File: config.mk
export PLATFORM = sky130hd
export DESIGN_NAME = tlb_lookup
export DESIGN_NICKNAME = d
export VERILOG_FILES = /design/src/rtl/tlbx_pkg.sv /design/src/rtl/tlb_entry_store.sv /design/src/rtl/tlb_match_unit.sv /design/src/rtl/tlb_prio_select.sv /design/src/rtl/tlb_lookup.sv
export SDC_FILE = /design/constraint.sdc
export NUM_CORES = 2
export LEC_CHECK = 0
export ABC_AREA = 1
export BUFFER_PORTS_ARGS = -buffer_cell sky130_fd_sc_hd__buf_4
export CAP_MARGIN = 10
export CORE_MARGIN = 3
export CORE_UTILIZATION = 30
export DETAILED_ROUTE_END_ITERATION = 6
export SLEW_MARGIN = 20
export SYNTH_ARGS = -nofsm -noshare
export SYNTH_HDL_FRONTEND = slang
export SYNTH_SLANG_ARGS = --single-unit
File: constraint.sdc
create_clock -name clk -period 3.8 [get_ports clk]
set_input_delay 0.19 -clock clk [delete_from_list [all_inputs] [get_ports clk]]
set_output_delay 0.19 -clock clk [all_outputs]
set_load 0.02 [all_outputs]
File: src/rtl/tlbx_pkg.sv
package tlbx_pkg;
  parameter int unsigned VA_W       = 32;
  parameter int unsigned ASID_W     = 8;
  parameter int unsigned PAGE_SHIFT = 12;
  localparam int unsigned TAG_LO    = PAGE_SHIFT + 1;
  localparam int unsigned TAG_W     = VA_W - TAG_LO;
  localparam int unsigned PFN_W     = VA_W - PAGE_SHIFT;

  typedef enum logic [1:0] {
    ST_HIT      = 2'd0,
    ST_MISS     = 2'd1,
    ST_INVALID  = 2'd2,
    ST_MODIFIED = 2'd3
  } tlb_status_e;

  typedef struct packed {
    logic [PFN_W-1:0] pfn;
    logic             valid;
    logic             dirty;
  } tlb_half_t;

  typedef struct packed {
    logic [TAG_W-1:0]  tag;
    logic [ASID_W-1:0] asid;
    logic              shared;
    logic [VA_W-1:0]   end_bound;
    tlb_half_t         even;
    tlb_half_t         odd;
  } tlb_entry_t;

  function automatic logic [TAG_W-1:0] va_tag(input logic [VA_W-1:0] va);
    return va[VA_W-1:TAG_LO];
  endfunction

  function automatic logic va_odd(input logic [VA_W-1:0] va);
    return va[PAGE_SHIFT];
  endfunction

  function automatic logic [VA_W-1:0] join_paddr(input logic [PFN_W-1:0] pfn,
                                                 input logic [VA_W-1:0]  va);
    return {pfn, va[PAGE_SHIFT-1:0]};
  endfunction

  function automatic tlb_status_e classify(input logic any_match,
                                           input logic half_valid,
                                           input logic half_dirty,
                                           input logic is_write);
    if (!any_match)                  return ST_MISS;
    else if (!half_valid)            return ST_INVALID;
    else if (is_write && !half_dirty) return ST_MODIFIED;
    else                             return ST_HIT;
  endfunction
endpackage

File: src/rtl/tlb_entry_store.sv
module tlb_entry_store
  import tlbx_pkg::*;
#(
  parameter int unsigned N_ENTRIES = 16,
  localparam int unsigned IDX_W    = $clog2(N_ENTRIES)
) (
  input  logic                            clk,
  input  logic                            rst_n,
  input  logic                            wr_en,
  input  logic [IDX_W-1:0]                wr_index,
  input  tlb_entry_t                      wr_entry,
  output tlb_entry_t [N_ENTRIES-1:0]      entries
);
  for (genvar g = 0; g < N_ENTRIES; g++) begin : g_slot
    always_ff @(posedge clk or negedge rst_n) begin
      if (!rst_n)                                   entries[g] <= '0;
      else if (wr_en && wr_index == IDX_W'(g))      entries[g] <= wr_entry;
    end
  end
endmodule

File: src/rtl/tlb_match_unit.sv
module tlb_match_unit
  import tlbx_pkg::*;
#(
  parameter int unsigned N_ENTRIES = 16
) (
  input  tlb_entry_t [N_ENTRIES-1:0] entries,
  input  logic [VA_W-1:0]            va,
  input  logic [ASID_W-1:0]          asid,
  output logic [N_ENTRIES-1:0]       match_vec
);
  logic [TAG_W-1:0] cmp_tag;
  assign cmp_tag = va_tag(va);

  for (genvar g = 0; g < N_ENTRIES; g++) begin : g_cmp
    logic owner_ok, tag_ok, range_ok;
    assign owner_ok     = entries[g].shared || (entries[g].asid == asid);
    assign tag_ok       = (entries[g].tag == cmp_tag);
    assign range_ok     = (va < entries[g].end_bound);
    assign match_vec[g] = owner_ok && tag_ok && range_ok;
  end
endmodule

File: src/rtl/tlb_prio_select.sv
module tlb_prio_select #(
  parameter int unsigned N_ENTRIES = 16,
  localparam int unsigned IDX_W    = $clog2(N_ENTRIES)
) (
  input  logic [N_ENTRIES-1:0] match_vec,
  output logic                 hit_any,
  output logic [IDX_W-1:0]     win_idx,
  output logic [N_ENTRIES-1:0] win_onehot
);
  always_comb begin
    win_idx = '0;
    for (int i = N_ENTRIES - 1; i >= 0; i--) begin
      if (match_vec[i]) win_idx = IDX_W'(i);
    end
  end

  assign hit_any    = |match_vec;
  assign win_onehot = hit_any ? (N_ENTRIES'(1) << win_idx) : '0;
endmodule

File: src/rtl/tlb_lookup.sv
module tlb_lookup
  import tlbx_pkg::*;
#(
  parameter int unsigned N_ENTRIES = 16,
  localparam int unsigned IDX_W    = $clog2(N_ENTRIES)
) (
  input  logic                  clk,
  input  logic                  rst_n,
  input  logic                  lk_valid,
  input  logic [VA_W-1:0]       lk_vaddr,
  input  logic                  lk_write,
  input  logic [ASID_W-1:0]     lk_asid,
  input  logic                  wr_en,
  input  logic [IDX_W-1:0]      wr_index,
  input  logic [TAG_W-1:0]      wr_tag,
  input  logic [ASID_W-1:0]     wr_asid,
  input  logic                  wr_shared,
  input  logic [VA_W-1:0]       wr_end,
  input  logic [PFN_W-1:0]      wr_pfn_even,
  input  logic                  wr_valid_even,
  input  logic                  wr_dirty_even,
  input  logic [PFN_W-1:0]      wr_pfn_odd,
  input  logic                  wr_valid_odd,
  input  logic                  wr_dirty_odd,
  output logic                  rs_valid,
  output logic [1:0]            rs_status,
  output logic [VA_W-1:0]       rs_paddr,
  output logic [IDX_W-1:0]      rs_index
);
  tlb_entry_t                 wr_entry;
  tlb_entry_t [N_ENTRIES-1:0] entries;
  logic [N_ENTRIES-1:0]       match_vec;
  logic [N_ENTRIES-1:0]       win_onehot;
  logic                       hit_any;
  logic [IDX_W-1:0]           win_idx;
  tlb_entry_t                 sel_entry;
  tlb_half_t                  sel_half;
  tlb_status_e                st_next;
  logic [VA_W-1:0]            paddr_next;

  always_comb begin
    wr_entry.tag       = wr_tag;
    wr_entry.asid      = wr_asid;
    wr_entry.shared    = wr_shared;
    wr_entry.end_bound = wr_end;
    wr_entry.even      = '{pfn: wr_pfn_even, valid: wr_valid_even, dirty: wr_dirty_even};
    wr_entry.odd       = '{pfn: wr_pfn_odd,  valid: wr_valid_odd,  dirty: wr_dirty_odd};
  end

  tlb_entry_store #(.N_ENTRIES(N_ENTRIES)) u_store (
    .clk      (clk),
    .rst_n    (rst_n),
    .wr_en    (wr_en),
    .wr_index (wr_index),
    .wr_entry (wr_entry),
    .entries  (entries)
  );

  tlb_match_unit #(.N_ENTRIES(N_ENTRIES)) u_match (
    .entries   (entries),
    .va        (lk_vaddr),
    .asid      (lk_asid),
    .match_vec (match_vec)
  );

  tlb_prio_select #(.N_ENTRIES(N_ENTRIES)) u_prio (
    .match_vec  (match_vec),
    .hit_any    (hit_any),
    .win_idx    (win_idx),
    .win_onehot (win_onehot)
  );

  assign sel_entry  = entries[win_idx];
  assign sel_half   = va_odd(lk_vaddr) ? sel_entry.odd : sel_entry.even;
  assign st_next    = classify(hit_any, sel_half.valid, sel_half.dirty, lk_write);
  assign paddr_next = (st_next == ST_HIT) ? join_paddr(sel_half.pfn, lk_vaddr) : '0;

  always_ff @(posedge clk or negedge rst_n) begin
    if (!rst_n) begin
      rs_valid  <= 1'b0;
      rs_status <= ST_MISS;
      rs_paddr  <= '0;
      rs_index  <= '0;
    end else begin
      rs_valid <= lk_valid;
      if (lk_valid) begin
        rs_status <= st_next;
        rs_paddr  <= paddr_next;
        rs_index  <= hit_any ? win_idx : '0;
      end
    end
  end
endmodule

==> flow_summary.toml <==
[floorplan]
die_w_um = 541.1
pin_count = 192
core_area_sq_um = 283500
initial_core_util = 0.3030
fp.dieH_um = 541.1
fp-row-count = 195
dieArea_sq_um = 292800

[logic_synthesis]
async_flop_share = 1.000
synth_fp_nets = 10930
synth_area_sq_um = 85900
ys_warn_count = 0
syn-instance-count = 10280
synth_seq_area_share = 0.4961
synth-seq-cells = 1703
ys.flop_type = "dfrtp_1"
synth.distinct_cells = 54
avgSynthCellArea_sq_um = 8.357
synth_edf_count = 0

[status]
failed_checks = "setup timing"
status = "complete, but fails checks"

[placed_design]
dpl.cell_count = 14190
portBuffers = 191
dp_slack_ns = -1.438
hpwl_mm = 186.6
gp_congestion = 0.9110
dpl_cell_area_sq_um = 95600

[cts]
clock_sinks = 1703
cts_tree = "built"
clkTransAtPathRegs_ns = 0.06
cts_htree_levels = 4
clock_path_buffers = 4
root_buffer = "clkbuf_16"
clk_latency_ns = 0.89
numCtsBuffers = 193

[timing]
rsz0062_at_grt = "true"
max_freq_mhz = 237.2
finalMaxSlewViolations = 0
min_period_ns = 4.216
worst_slack_ns = -0.4159
max_slew_margin = 0.3522
tightest_slew_ns = 0.9717
finalCritPeriodShare = 1.109
finalHoldViolCount = 0
setup_viol_count_final = 34
finClkSkew_ns = 0.08349
setup_tns_ns = -12.69

[finish]
fillers = 28850
mostFrequentLayoutCells = "nand2_1 (2,399), dfrtp_1 (1,702), o21ai_0 (1,446), nand3_1 (911), inv_1 (787)"
final_area_sq_um = 105500
area_delta_synth_final_pct = 22.83
nNetsFinal = 11470
final_common_cell = "nand2_1"
final_cells = 14720
layout-drive-gt1-share = 0.1344

[grt]
grt_antenna_before_repair = 27
grt_pass1_wl_mm = 442.8
grt_max_degree = 159
first_global_vias = 70050
grt_overflow = 0
grtUsageTotal = 0.1939

[flow_run]
cap_violations = 0

[detailed_routing]
vias = 73070
via_per_inst = 4.964
wl_per_cell_um = 19.83
drt_iter0_drc = 6961
ant_nets = 0
drt-pass1-iter-count = 6
wirelength_mm = 292.0
drc = 0

[min_path]
hp-class = "input pin to flip-flop"

[pwr]
p_sw_frac = 0.3034
clockPowerShare = 0.345
p_seq_frac = 0.438
p_switching_uw = 16600
p_comb_frac = 0.216
ir_drop_v = 0.0003924
leakage_uw = 0.04986
power_density_nw_per_um2 = 518.4
intPower_uw = 38100

[worst_setup_path]
cp.arrival_ns = 4.96
crit_required_ns = 4.54
slowest_stage = "dfrtp_1"
cp_slowest_stage_delay_ns = 0.37
path_buf_inv = 6
cpMostUsedCell = "nand2_1"
cp-end-kind = "flip-flop"
cp_top_family = "simple AND/OR/NAND/NOR gates"
path_class = "flip-flop to flip-flop"
cp_max_fo = 7
crit_path_start_kind = "flip-flop"
-- worst register-to-register path: cells and delay by family (launching register included) --
kind / cells / cell delay, ns
simple gates: 26 / 2.00
buf+inv: 6 / 0.93
compound gates: 3 / 0.56
flops: 1 / 0.37
fa+ha+maj: 1 / 0.20
-- layer usage --
layer  vias to the layer above  share of wire  GRT usage
li1                      34960              -          -
met1                     35160           0.44     0.2690
met2                      2446           0.46     0.3135
met3                       490          0.071    0.02616
met4                        10          0.034    0.05990
met5                         -        0.00023          0
-- cells by family after synthesis --
logic type / share of synthesized area
fa+ha+maj: 0.07224
buf+inv: 0.07128
flops: 0.4961
simple gates: 0.2039
xor+xnor: 0.02794
compound gates: 0.1286
-- repair_timing --
item                       in CTS  in global routing
cloned                         18                 12
hold buffers                  124                  0
hold endpoints to repair     2755                  0
pin swaps                      11                 52
resized for setup             109                199
setup endpoints to repair      38                 36
setup buffers                   8                 21
-- path summary, 6_finish.rpt --
check | cells past startpoint | slack, ns | start | end
worst max-delay path | 36 | -0.42 | u_store.entries[1531] | rs_paddr[18]
worst min-delay path | 4 | 0.04 | wr_index[2] | u_store.entries[33]
min in group asynchronous | 3 | 0.55 | rst_n | u_store.entries[195]
max in group asynchronous | 4 | 1.91 | rst_n | u_store.entries[1577]
worst max register to register | 36 | -0.42 | u_store.entries[1531] | rs_paddr[18]
worst min register to register | 2 | 0.47 | rs_paddr[8] | rs_paddr[8]
-- power by group through the flow --
stage / Combinational (uW) / Sequential [uW] / Clock, uW
6_report: 11800 / 24000 / 18900
5_1_grt: 13700 / 24500 / 19900
4_1_cts: 11600 / 24000 / 19200
3_5_place_dp: 11200 / 24200 / 0
3_3_place_gp: 11000 / 24200 / 0
2_1_floorplan: 7290 / 23800 / 0
-- sequential cells by signal, indices dropped and copies added, names as in the netlist --
signal	count
rs_valid	1
rs_index	4
rs_paddr	32
rs_status	2
u_store.entries	1664
-- synthesized netlist by cell type (107+ instances only) --
master | instances | area (sq um)
xor2_1 | 182 | 1594
nand2_1 | 2443 | 9170
clkbuf_1 | 489 | 1836
nor2_1 | 476 | 1787
buf_2 | 124 | 620.6
a21oi_1 | 523 | 2618
ha_1 | 496 | 6206
inv_1 | 804 | 3018
dfrtp_1 | 1702 | 42590
nand3_1 | 955 | 4780
o21ai_0 | 1456 | 7287
nand4_1 | 107 | 669.4
-- layout make-up --
type | instances | area [sq um] | area share
antenna | 10 | 25.02 | 0.0002372
sequential | 1703 | 42620 | 0.4039
clock buffer | 287 | 5715 | 0.05417
inverter | 822 | 3103 | 0.02941
multi-input combinational | 7063 | 38420 | 0.3641
timing repair buffer | 1042 | 10360 | 0.09816
clock inverter | 51 | 596.8 | 0.005656
tap | 3743 | 4683 | 0.04438
-- stage by stage --
| stage | hold slack, ns | total power (uW) | utilization |
|---|---|---|---|
| final | 0.04229 | 54700 | 0.3722 |
| after CTS | 0.004763 | 54760 | 0.3675 |
| after floorplan | -0.1056 | 31050 | - |
| after detailed placement | 0.2253 | 35470 | 0.3372 |
| after global placement | 0.2284 | 35120 | 0.3372 |
| after global routing | 0.06131 | 58080 | 0.3721 |
Note: power is estimated with default switching activity, not from simulation.
